==> src/rtl/i2cmon_pkg.sv <==
package i2cmon_pkg;

    typedef struct packed {
        logic all;   // bit2: match every address (monitor mode only)
        logic hold;  // bit1: allow SCL hold while interrupt pending
        logic mon;   // bit0: monitor mode
    } ctrl_t;

    localparam int CTRL_W = $bits(ctrl_t);

endpackage

==> src/rtl/i2cmon_sync.sv <==
module i2cmon_sync #(
    parameter int W      = 2,
    parameter int STAGES = 2
) (
    input  logic         clk,
    input  logic         rst_n,
    input  logic [W-1:0] d,
    output logic [W-1:0] q
);
    logic [STAGES-1:0][W-1:0] pipe_d, pipe_q;

    always_comb begin
        pipe_d    = pipe_q;
        pipe_d[0] = d;
        for (int s = 1; s < STAGES; s++) pipe_d[s] = pipe_q[s-1];
    end

    // idle bus level is high, so reset to ones
    always_ff @(posedge clk or negedge rst_n) begin
        if (!rst_n) pipe_q <= '1;
        else        pipe_q <= pipe_d;
    end

    assign q = pipe_q[STAGES-1];
endmodule

==> src/rtl/i2cmon_frame.sv <==
module i2cmon_frame #(
    parameter int DATA_W = 8
) (
    input  logic              clk,
    input  logic              rst_n,
    input  logic              scl,
    input  logic              sda,
    output logic              start_o,
    output logic              stop_o,
    output logic              word_o,
    output logic              first_o,
    output logic [DATA_W-1:0] byte_o,
    output logic              ack_o,
    output logic              active_o
);
    localparam int CNT_W = $clog2(DATA_W + 1);

    typedef struct packed {
        logic              scl_p;
        logic              sda_p;
        logic [CNT_W-1:0]  cnt;
        logic [DATA_W-1:0] shift;
        logic              active;
        logic              first;
        logic              word;
        logic              wfirst;
        logic [DATA_W-1:0] wbyte;
        logic              ack;
    } fr_t;

    fr_t q, d;
    logic start_c, stop_c, rise_c;

    always_comb begin
        start_c = q.scl_p & scl & q.sda_p & ~sda;
        stop_c  = q.scl_p & scl & ~q.sda_p & sda;
        rise_c  = ~q.scl_p & scl;

        d       = q;
        d.scl_p = scl;
        d.sda_p = sda;
        d.word  = 1'b0;

        if (start_c) begin
            d.active = 1'b1;
            d.first  = 1'b1;
            d.cnt    = '0;
        end else if (stop_c) begin
            d.active = 1'b0;
            d.cnt    = '0;
        end else if (rise_c && q.active) begin
            if (q.cnt == CNT_W'(DATA_W)) begin
                d.word   = 1'b1;
                d.wbyte  = q.shift;
                d.ack    = sda;
                d.wfirst = q.first;
                d.first  = 1'b0;
                d.cnt    = '0;
            end else begin
                d.shift = {q.shift[DATA_W-2:0], sda};
                d.cnt   = q.cnt + 1'b1;
            end
        end
    end

    always_ff @(posedge clk or negedge rst_n) begin
        if (!rst_n) begin
            q       <= '0;
            q.scl_p <= 1'b1;
            q.sda_p <= 1'b1;
        end else begin
            q <= d;
        end
    end

    assign start_o  = start_c;
    assign stop_o   = stop_c;
    assign word_o   = q.word;
    assign first_o  = q.wfirst;
    assign byte_o   = q.wbyte;
    assign ack_o    = q.ack;
    assign active_o = q.active;
endmodule

==> src/rtl/i2c_bus_listener.sv <==
module i2c_bus_listener
    import i2cmon_pkg::*;
#(
    parameter int NUM_ADDR    = 4,
    parameter int DATA_W      = 8,
    parameter int SYNC_STAGES = 2,
    parameter int REG_AW      = 3,
    parameter int REG_DW      = 32
) (
    input  logic              clk,
    input  logic              rst_n,
    input  logic              scl_i,
    input  logic              sda_i,
    output logic              scl_hold_o,
    input  logic              reg_wr_i,
    input  logic              reg_rd_i,
    input  logic [REG_AW-1:0] reg_addr_i,
    input  logic [REG_DW-1:0] reg_wdata_i,
    output logic [REG_DW-1:0] reg_rdata_o,
    output logic              irq_o
);
    localparam int ADDR_W = DATA_W - 1;
    localparam int IDX_W  = (NUM_ADDR > 1) ? $clog2(NUM_ADDR) : 1;
    localparam int A_CTRL = 0;
    localparam int A_DATA = NUM_ADDR + 1;
    localparam int A_BUF  = NUM_ADDR + 2;
    localparam int A_STAT = NUM_ADDR + 3;
    localparam int ST_W   = 6 + IDX_W;

    typedef struct packed {
        ctrl_t                             ctrl;
        logic [NUM_ADDR-1:0][ADDR_W-1:0]   adr;
        logic [DATA_W-1:0]                 data;
        logic [DATA_W:0]                   buff;
        logic                              irq;
        logic                              rw;
        logic [IDX_W-1:0]                  idx;
        logic                              ovr;
        logic                              full;
        logic                              hit_reg;
        logic                              sel;
        logic                              hold;
    } st_t;

    st_t q, d;

    logic              scl_s, sda_s;
    logic              start_evt, stop_evt, word_evt, word_first, word_ack, bus_active;
    logic [DATA_W-1:0] word_byte;
    logic [NUM_ADDR-1:0] hit;
    logic [IDX_W-1:0]  hit_idx;
    logic              buf_rd, clr_irq, take;
    logic [ST_W-1:0]   stat;
    int                a_int;

    i2cmon_sync #(.W(2), .STAGES(SYNC_STAGES)) u_sync (
        .clk   (clk),
        .rst_n (rst_n),
        .d     ({scl_i, sda_i}),
        .q     ({scl_s, sda_s})
    );

    i2cmon_frame #(.DATA_W(DATA_W)) u_frame (
        .clk      (clk),
        .rst_n    (rst_n),
        .scl      (scl_s),
        .sda      (sda_s),
        .start_o  (start_evt),
        .stop_o   (stop_evt),
        .word_o   (word_evt),
        .first_o  (word_first),
        .byte_o   (word_byte),
        .ack_o    (word_ack),
        .active_o (bus_active)
    );

    for (genvar g = 0; g < NUM_ADDR; g++) begin : g_match
        assign hit[g] = (q.adr[g] == word_byte[DATA_W-1:1]);
    end

    always_comb begin
        hit_idx = '0;
        for (int i = NUM_ADDR - 1; i >= 0; i--)
            if (hit[i]) hit_idx = IDX_W'(i);
    end

    assign a_int   = int'(reg_addr_i);
    assign buf_rd  = reg_rd_i && (a_int == A_BUF);
    assign clr_irq = reg_wr_i && (a_int == A_STAT) && reg_wdata_i[0];
    assign stat    = {bus_active, q.hit_reg, q.full, q.ovr, q.idx, q.rw, q.irq};

    always_comb begin
        d    = q;
        take = 1'b0;

        if (reg_wr_i) begin
            if (a_int == A_CTRL) d.ctrl = ctrl_t'(reg_wdata_i[CTRL_W-1:0]);
            for (int i = 0; i < NUM_ADDR; i++)
                if (a_int == i + 1) d.adr[i] = reg_wdata_i[ADDR_W-1:0];
            if (a_int == A_STAT) begin
                if (reg_wdata_i[0]) d.irq = 1'b0;
                if (reg_wdata_i[4]) d.ovr = 1'b0;
            end
        end
        if (buf_rd) d.full = 1'b0;

        if (start_evt || stop_evt) d.sel = 1'b0;

        if (word_evt) begin
            if (word_first) begin
                if ((q.ctrl.mon && q.ctrl.all) || (|hit)) begin
                    take      = 1'b1;
                    d.sel     = 1'b1;
                    d.rw      = word_byte[0];
                    d.idx     = hit_idx;
                    d.hit_reg = |hit;
                end else begin
                    d.sel = 1'b0;
                end
            end else begin
                take = q.sel;
            end
        end

        if (take) begin
            d.irq  = 1'b1;
            d.data = word_byte;
            d.buff = {word_byte, word_ack};
            if (q.full && !buf_rd) d.ovr = 1'b1;
            d.full = 1'b1;
        end

        d.hold = q.ctrl.mon && q.ctrl.hold && q.irq && (q.hold || !scl_s);
    end

    always_ff @(posedge clk or negedge rst_n) begin
        if (!rst_n) q <= '0;
        else        q <= d;
    end

    always_comb begin
        reg_rdata_o = '0;
        if (a_int == A_CTRL) reg_rdata_o[CTRL_W-1:0] = q.ctrl;
        for (int i = 0; i < NUM_ADDR; i++)
            if (a_int == i + 1) reg_rdata_o[ADDR_W-1:0] = q.adr[i];
        if (a_int == A_DATA) reg_rdata_o[DATA_W-1:0] = q.data;
        if (a_int == A_BUF)  reg_rdata_o[DATA_W:0]   = q.buff;
        if (a_int == A_STAT) reg_rdata_o[ST_W-1:0]   = stat;
    end

    assign irq_o      = q.irq;
    assign scl_hold_o = q.hold;
endmodule

==> config.mk <==
export PLATFORM = sky130hd
export DESIGN_NAME = i2c_bus_listener
export DESIGN_NICKNAME = d
export VERILOG_FILES = /design/src/rtl/i2cmon_pkg.sv /design/src/rtl/i2cmon_sync.sv /design/src/rtl/i2cmon_frame.sv /design/src/rtl/i2c_bus_listener.sv
export SDC_FILE = /design/constraint.sdc
export NUM_CORES = 1
export LEC_CHECK = 0
export BUFFER_PORTS_ARGS = -buffer_cell sky130_fd_sc_hd__buf_4
export CORE_MARGIN = 2
export CORE_UTILIZATION = 55
export DETAILED_ROUTE_END_ITERATION = 6
export PLACE_DENSITY = 0.79
export SLEW_MARGIN = 10
export SYNTH_ARGS = -nofsm -noshare
export SYNTH_HDL_FRONTEND = slang
export SYNTH_SLANG_ARGS = --single-unit
==> constraint.sdc <==
create_clock -name clk -period 2.9 [get_ports clk]
set_input_delay 0.58 -clock clk [delete_from_list [all_inputs] [get_ports clk]]
set_output_delay 0.58 -clock clk [all_outputs]
set_load 0.01 [all_outputs]
Word-level counts from Yosys, hierarchy flattened --
Index checks and enable logic that the tools add are counted.
Storage, ports and cells: bits in registers 88, input bits 41, output and inout bits 34, logic and storage cells 126
Operators by class: add/subtract/negate cells 1, equality and inequality tests 13, muxes and demuxes 39, bitwise operators 12, reductions and logical operators 32
Operators by type and width (count):
- 12-bit two-way mux | 4
- 32-bit zero test | 1
- 7-bit == test | 4
- 7-bit two-way mux | 4
- 8-bit two-way mux | 3
- 1-bit two-way mux | 16
- 2-bit nonzero test | 7
- 3-bit == test, second input constant | 4
- 2-bit two-way mux | 6
- 4-bit two-way mux | 3
- 11-bit two-way mux | 1
- 2-bit AND reduction | 5
- 9-bit two-way mux | 1
- 3-bit AND reduction | 3
- 4-bit AND reduction | 2
- 1-bit logical AND | 7
- 1-bit AND | 6
- 3-bit by 2-bit == test with 1-bit output, second input constant | 2
- 1-bit NOT | 6
- 4-bit by 1-bit adder with 4-bit output, second input constant | 1
- 4-bit == test, second input constant | 1
- 4-bit OR reduction | 1
- 3-bit by 1-bit == test with 1-bit output, second input constant | 1
- 1-bit logical OR | 3
- other kinds (4) | 5

Depth between registers and ports, before layout --
Gate-level depths: netlist (run 1).
depth after elaboration 9, depth in mapped cells 8, mapped depth without buffers 7

By module --
From an unflattened synthesis (run 1), not the netlist that was laid out.
Unflattened totals: cells, all modules 350, area total of the unflattened synthesis 4301.6 µm²
Modules (own cells, without submodules):
- i2c_bus_listener | instances 1, cells an instance 263, area an instance 3011.6 µm², sequential area each 1226.2 µm²
- i2cmon_frame | instances 1, cells an instance 83, area an instance 1184.9 µm², sequential area each 678.2 µm²
- i2cmon_sync | instances 1, cells an instance 4, area an instance 105.1 µm², sequential area each 105.1 µm²

Least setup slack after synthesis (run 1) --
OpenSTA, ideal clock, no wires.
path type input port to output port, from input port reg_addr_i[0], to output port reg_rdata_o[0], arrival time 1.635 ns, data required time 2.320 ns, setup slack 0.685 ns, stages on the path 3, path buffers 1, path through buf_2 -> mux4_2 -> mux2_2
On the way: cells in the longest elaborated chain, start to end 9, elaborated cells on any way between the ends 16, classes of those cells eq/ne: 7; mux: 8; reduce/logical: 1
RTL lines:
- start, declared | RTL line i2c_bus_listener.sv:17 | input logic [REG_AW-1:0] reg_addr_i,
- 32-bit zero test | RTL line i2c_bus_listener.sv:143 | if (a_int == A_CTRL) reg_rdata_o[CTRL_W-1:0] = q.ctrl;
- 3-bit two-way mux | RTL line i2c_bus_listener.sv:143
- 7-bit two-way mux (4 in a row) | RTL line i2c_bus_listener.sv:145 | if (a_int == i + 1) reg_rdata_o[ADDR_W-1:0] = q.adr[i];
- 8-bit two-way mux | RTL line i2c_bus_listener.sv:146 | if (a_int == A_DATA) reg_rdata_o[DATA_W-1:0] = q.data;
- 9-bit two-way mux | RTL line i2c_bus_listener.sv:147 | if (a_int == A_BUF) reg_rdata_o[DATA_W:0] = q.buff;
- 8-bit two-way mux (*) | RTL line i2c_bus_listener.sv:148 | if (a_int == A_STAT) reg_rdata_o[ST_W-1:0] = stat;
- end, declared | RTL line i2c_bus_listener.sv:19 | output logic [REG_DW-1:0] reg_rdata_o,
Every way passes the cells marked *; elsewhere a longest branch is shown, timed or not.

Final worst setup path (run 1) --
from register u_frame.q (netlist bit u_frame.byte_o[2]), to register q[9] in the netlist's numbering
On the way: cells in the longest elaborated chain, start to end 6, elaborated cells on any way between the ends 9, classes of those cells eq/ne: 4; mux: 3; reduce/logical: 2
RTL lines:
- start, declared | RTL line i2cmon_frame.sv:31 | fr_t q, d;
- 7-bit == test | RTL line i2c_bus_listener.sv:78 | assign hit[g] = (q.adr[g] == word_byte[DATA_W-1:1]);
- 4-bit OR reduction (*) | RTL line i2c_bus_listener.sv:111 | if ((q.ctrl.mon && q.ctrl.all) || (|hit)) begin
- 1-bit logical OR (*) | RTL line i2c_bus_listener.sv:111
- 1-bit two-way mux (*) | RTL line i2c_bus_listener.sv:111
- 1-bit two-way mux (*) | RTL line i2c_bus_listener.sv:110 | if (word_first) begin
- 1-bit two-way mux (*) | RTL line i2c_bus_listener.sv:109 | if (word_evt) begin
- end signal, assigned | RTL line i2c_bus_listener.sv:137 | if (!rst_n) q <= '0;
- end signal, assigned | RTL line i2c_bus_listener.sv:138 | else q <= d;
- end, declared | RTL line i2c_bus_listener.sv:45 | st_t q, d;
Marks and branches as above. A chain may end at the register's enable or synchronous reset.

==> results of run 1 <==
-- worst reg2reg max path, stage by stage (launching register included) --
cell and delay [ns]:
dfrtp_1 0.50, xor2_1 0.19, nor4_1 0.46, and4_4 0.31
nor4_4 0.06, a31oi_4 0.29, buf_4 0.21, mux2_2 0.33
-- sequential cells by signal, summed over array words and instances (netlist names) --
name              count
u_frame.word_o        1
irq_o                 1
u_frame.ack_o         1
u_sync.pipe_d         2
u_frame.first_o       1
q                    47
u_sync.q              2
scl_hold_o            1
u_frame.q            15
u_frame.active_o      1
u_frame.byte_o        8
-- area by class of cell --
cell class / instances / area, sq um / share of cell area (%)
clock buffers: 9 / 124 / 2.72
clock inverters: 7 / 80.1 / 1.76
inverters: 5 / 18.8 / 0.412
multi-input cells: 223 / 1950 / 42.7
flip-flops and latches: 80 / 2010 / 44.1
well taps: 99 / 124 / 2.72
repair buffers: 34 / 255 / 5.60
-- cells in the final DEF (no fill, tap or decap), drive strengths merged, types with 2 or more instances in the layout --
| cell type | instances |
|---|---|
| a21o | 2 |
| a21oi | 5 |
| a22oi | 5 |
| a31oi | 2 |
| and4 | 2 |
| buf | 34 |
| clkbuf | 9 |
| clkinv | 3 |
| clkinvlp | 2 |
| conb | 23 |
| dfrtp | 74 |
| dfstp | 6 |
| ha | 2 |
| inv | 6 |
| mux2 | 67 |
| mux4 | 9 |
| nand2 | 16 |
| nand2b | 4 |
| nand3 | 5 |
| nand4 | 4 |
| nor2 | 9 |
| nor2b | 6 |
| nor3 | 2 |
| nor3b | 2 |
| nor4 | 6 |
| o21ai | 13 |
| xnor2 | 14 |
| xor2 | 16 |
-- routing by layer --
layer	part of all wire (%)	wire [um]
met1	45	3690
met2	48	3950
met3	5.4	441
met4	1.9	157
met5	0	0
-- metrics by stage --
stage	instances	utilization, %	worst slack (ns)	cell area, sq um	total power, mW
6_report	457	62.5	0.450	4560	2.65
5_1_grt	457	62.5	0.299	4560	2.77
4_1_cts	457	62.5	0.434	4560	2.66
3_5_place_dp	441	59.7	0.441	4360	1.83
3_3_place_gp	441	59.7	0.460	4360	1.81
2_1_floorplan	348	-	0.685	4250	1.69
-- synthesized netlist by cell type, types with 2 or more instances --
cell / n / area share (%)
a21o_1: 2 / 0.36
a21oi_1: 5 / 0.60
a22oi_1: 5 / 0.90
and4_4: 2 / 0.54
buf_1: 2 / 0.18
buf_2: 3 / 0.36
buf_4: 25 / 4.5
buf_6: 3 / 0.81
clkbuf_1: 6 / 0.54
dfrtp_1: 74 / 44
dfstp_2: 6 / 3.8
ha_1: 2 / 0.60
inv_1: 5 / 0.45
mux2_2: 60 / 16
mux2_4: 7 / 2.5
mux4_2: 9 / 4.9
nand2_1: 16 / 1.4
nand2b_1: 4 / 0.60
nand3_1: 5 / 0.60
nand4_1: 4 / 0.60
nor2_1: 9 / 0.81
nor2b_1: 6 / 0.90
nor3_1: 2 / 0.24
nor4_1: 3 / 0.45
nor4_4: 3 / 1.5
o21ai_0: 13 / 1.6
xnor2_1: 14 / 2.9
xor2_1: 16 / 3.4
-- kinds of logic after synthesis --
group	Yosys count	synth area share, %
and+or+nand+nor	58	8.49
other	1	0.0899
adders and majority gates	2	0.600
AOI/OAI and AO/OA	33	5.28
xor gates and xnor gates	30	6.30
DFF	80	48.2
buffers and inverters	45	7.20
muxes	77	23.8
-- report_power, final --
| group | switching, mW | total, mW | leakage [nW] | internal [mW] |
|---|---|---|---|---|
| clock | 0.435 | 0.840 | 0.0960 | 0.404 |
| sequential | 0.119 | 1.36 | 1.03 | 1.24 |
| combinational | 0.208 | 0.452 | 0.923 | 0.243 |
| total | 0.763 | 2.65 | 2.05 | 1.89 |
-- path summary, 6_finish.rpt --
kind                                                from                          to  slack (ns)  cells after the start
max                        u_frame.byte_o[2]$_DFFE_PN0P_            q[9]$_DFFE_PN0P_        0.45                      7
min                                                sda_i  u_sync.pipe_d[2]$_DFF_PN1_        0.32                      1
max reg2reg                u_frame.byte_o[2]$_DFFE_PN0P_            q[9]$_DFFE_PN0P_        0.45                      7
min reg2reg                   u_sync.pipe_d[3]$_DFF_PN1_       u_sync.q[1]$_DFF_PN1_        0.36                      0
max in group asynchronous                          rst_n           q[32]$_DFFE_PN0P_        1.92                      1
min in group asynchronous                          rst_n        scl_hold_o$_DFF_PN0_        0.36                      1
==> flow_summary.ini, run 1 <==
[final_layout]
syn2layout_area_growth_pct = 9.36
num-fill-cells = 583
nets = 396
diodes = 0
drive_gt1_share_pct = 39.7

[critical_path]
path_max_fanout = 6
max_stage_delay_ns = 0.50
endpoint_kind = flip-flop
startpoint_type = flip-flop
cp_top_family = simple AND/OR/NAND/NOR gates
path_buf_inv = 1
critPathKind = reg -> reg
cp.arrival_ns = 2.70
path_cells = xor2_1 -> nor4_1 -> and4_4 -> nor4_4 -> a31oi_4 -> buf_4 -> mux2_2
crit_path_top_delay_cell = dfrtp_1
worstPathRequired_ns = 3.15

[detailed_routing]
wl_um = 8230
dr.pass1.iters = 4
dr_total_vias = 2584
drc_errors = 0
post_drt_wl_per_cell_um = 18.0
drt_iter0_drc = 184
vias_per_cell = 5.65
ant_nets = 0

[die]
io_pins = 75
initial_core_util_pct = 57.2
dieArea_sq_um = 8290
die_w_um = 91.1
rows = 31
core_area_sq_um = 7290
fp.dieH_um = 91.1

[sta]
slew_headroom_pct = 35.8
skew_ns = 0.00447
slew_viol_final = 0
max_freq_mhz = 408
timing.hold.ws_ns = 0.318
tightest_slew_ns = 0.964
hold_viol = 0
timing.setup.tns_ns = 0
min_period_over_period_pct = 84.5
setup-violations-final = 0
min_period_ns = 2.45
rsz0062_at_grt = no

[logic_synthesis]
synth_warnings = 0
netlist_area_sq_um = 4170
synth-edff-count = 0
async_flop_share_pct = 100
ys_ff_latch = 80
synth-main-ff-cell = dfrtp_1
yosysSeqAreaShare_pct = 48.2
ys_types = 43
synth_cells = 326
syn_area_per_cell_sq_um = 12.8

[grt]
grt_use_met1_pct = 29.8
grt_usage_pct = 21.5
grt_pass1_vias = 2644
use_met3_pct = 3.82
grt_overflow = 0
grt_busiest_layer = met2
grt_max_degree = 81
use_met2_pct = 33.3
grt_pass1_wl_um = 13600
antenna_found_initial = 0

[cts]
cts_setup_buffers = 0
postCtsResizedCells = 0
numCtsBuffers = 9
cts_root_buf = clkbuf_8
clk_latency_ns = 0.36
tritoncts = done
cts_buffer_depth = 2
clock-sinks = 80
holdBufCountCts = 0
clk_pin_slew_ns = 0.08
ctsHtreeMaxLevel = 3

[power_and_ir_drop]
irDropWorstVdd_mv = 0.358
p_leak_nw = 2.05
power_density_nw_per_um2 = 581

[status]
outcome = finished clean

[placed_design]
gp_congestion = 0.889
numPortBuffers = 26
dpl.hpwl_um = 5920

[worst_hold_path]
hold_class = in -> reg

[run]
drv_cap = 0
No activity file was read; power rests on OpenSTA's default activity.
==> inputs of run 2 (changes only) <==
- CORE_UTILIZATION: 55 -> 51
- PLACE_DENSITY: 0.79 -> 0.77
- clock period: 2.9 -> 2 ns (I/O delays scaled with it)
==> run 2 against run 1 <==
The run now ends with negative setup slack left. Largest power group unchanged. Register-to-register slack worse by 0.60 ns. Critical path depth fell by 3. Largest cell class is now multi-input gates. Critical path type is now reg -> out. Count of clock-buffer cells in the layout unchanged.
==> flow_summary.ini, run 2 (synthesis results as in run 1) <==
[die]
io_pins = 75
core_area_sq_um = 7810
die_w_um = 94.4
dieArea_sq_um = 8910
fp.dieH_um = 94.4
rows = 32
initial_core_util_pct = 53.4

[power_and_ir_drop]
irDropWorstVdd_mv = 0.596
p_leak_nw = 2.30
power_density_nw_per_um2 = 792

[critical_path]
startpoint_type = flip-flop
endpoint_kind = output port
path_cells = buf_6 -> mux4_2 -> mux2_4 -> buf_6
path_max_fanout = 2
max_stage_delay_ns = 0.44
cp_common_cell = buf_6
critPathKind = reg -> out
path_buf_inv = 2
rr_worst_depth = 7
cp.arrival_ns = 1.77
crit_path_top_delay_cell = dfrtp_1
cp_top_family = multiplexers
cp.depth = 4
worstPathRequired_ns = 1.60

[placed_design]
dpl_cell_area_sq_um = 4570
numPortBuffers = 26
dpl.hpwl_um = 6520
gp_congestion = 0.884

[cts]
clk_latency_ns = 0.36
clk_pin_slew_ns = 0.09
numCtsBuffers = 9
cts_buffer_depth = 2
ctsHtreeMaxLevel = 3
cts_root_buf = clkbuf_8
tritoncts = done
clock-sinks = 80

[status]
violations = negative setup slack
outcome = finished, violations left

[sta]
hold_viol = 0
skew_ns = 0.00899
max_freq_mhz = 461
setup-violations-final = 16
fin_ws_ns = -0.170
rsz0062_at_grt = yes
min_period_over_period_pct = 108
min_period_ns = 2.17
slew_viol_final = 0

[detailed_routing]
drc_errors = 0
dr.pass1.iters = 4
ant_nets = 0
vias_per_cell = 5.51
dr_total_vias = 2736
wl_um = 9490
post_drt_wl_per_cell_um = 19.1
drt_iter0_drc = 176

[final_layout]
mostFrequentLayoutCells = dfrtp_1, mux2_2, buf_4, conb_1, buf_6
syn2layout_area_growth_pct = 21.8
nets = 433
drive_gt1_share_pct = 48.9
fin_util_pct = 65.1
multi_input_area_sq_um = 2110
diodes = 0
num-fill-cells = 576
fin_area_sq_um = 5080
largest_reg_flops = 47
register_area_sq_um = 2010
largest_register = q
layout.cells.most_common = dfrtp_1

[run]
drv_cap = 0

[grt]
grt_max_degree = 31
antenna_found_initial = 0
grt_pass1_vias = 2888
grt_pass1_wl_um = 15000
grt_overflow = 0
grt_usage_pct = 22.6

[worst_hold_path]
holdPathStages = 1
hold_class = in -> reg
-- run 2: cell types whose count changed in the layout (fill, tap and decap cells not counted), moves of 3 or more --
cell	delta
o21ai_1	+3
buf_6	+17
mux2_4	+7
xor2_1	-4
mux2_2	-7
xnor2_1	-3
xor2_2	+3
o21ai_0	-4
buf_4	+18
-- run 2: per-stage QoR --
step | power [mW] | instances | setup TNS, ns | hold slack (ns) | setup WS (ns)
floorplan | 2.46 | 348 | -0.230 | 0.104 | -0.0328
global placement | 2.70 | 471 | -1.65 | 0.335 | -0.180
detailed placement | 2.73 | 471 | -1.81 | 0.339 | -0.179
CTS | 4.00 | 493 | -1.62 | 0.123 | -0.162
global route | 4.23 | 497 | -3.65 | 0.111 | -0.256
finish | 4.02 | 497 | -2.07 | 0.141 | -0.170
-- run 2: layout make-up --
type / count / share of cell area [%]
clock inverter: 7 / 1.45
clock buffer: 9 / 2.44
inverter: 5 / 0.369
sequential: 80 / 39.6
timing repair buffer: 71 / 12.0
multi-input combinational: 223 / 41.6
tap: 102 / 2.51
-- run 2: worst register-to-register path: cells and delay by family (launching register included) --
kind                   cells  cell delay [ns]
AND/OR/NAND/NOR            3             0.67
flip-flops                 1             0.46
multiplexers               1             0.29
XOR/XNOR                   1             0.28
buffers and inverters      1             0.18
AO/OA/AOI/OAI              1             0.17
-- run 2: worst paths after layout --
path                                               startpoint                          to  slack [ns]
max in group asynchronous                               rst_n     u_frame.q[26]$_DFF_PN1_        0.96
worst max register to register  u_frame.byte_o[3]$_DFFE_PN0P_           q[23]$_DFFE_PN0P_       -0.15
min in group asynchronous                               rst_n            q[6]$_DFFE_PN0P_        0.49
worst max-delay path                        q[28]$_DFFE_PN0P_              reg_rdata_o[2]       -0.17
worst min-delay path                                    sda_i  u_sync.pipe_d[2]$_DFF_PN1_        0.14
worst min register to register     u_sync.pipe_d[3]$_DFF_PN1_       u_sync.q[1]$_DFF_PN1_        0.36
-- run 2: power breakdown --
group	internal [mW]	switching (mW)
logic	0.495	0.391
registers	1.80	0.182
clock network	0.491	0.668
total	2.78	1.24
-- run 2: routing by layer --
layer	GRT usage [%]	wire length [um]	share of wire, %
met5	0	0	0
met4	6.76	170	1.8
met1	30.8	4210	44
met3	5.43	508	5.4
met2	36.1	4610	49
-- run 2: what timing repair did --
action,CTS,global route
resized for setup,29,20
pin swaps,9,5
endpoints found under the setup margin,17,23
hold buffers,1,0
hold endpoints to repair,19,0
buffers inserted,7,5
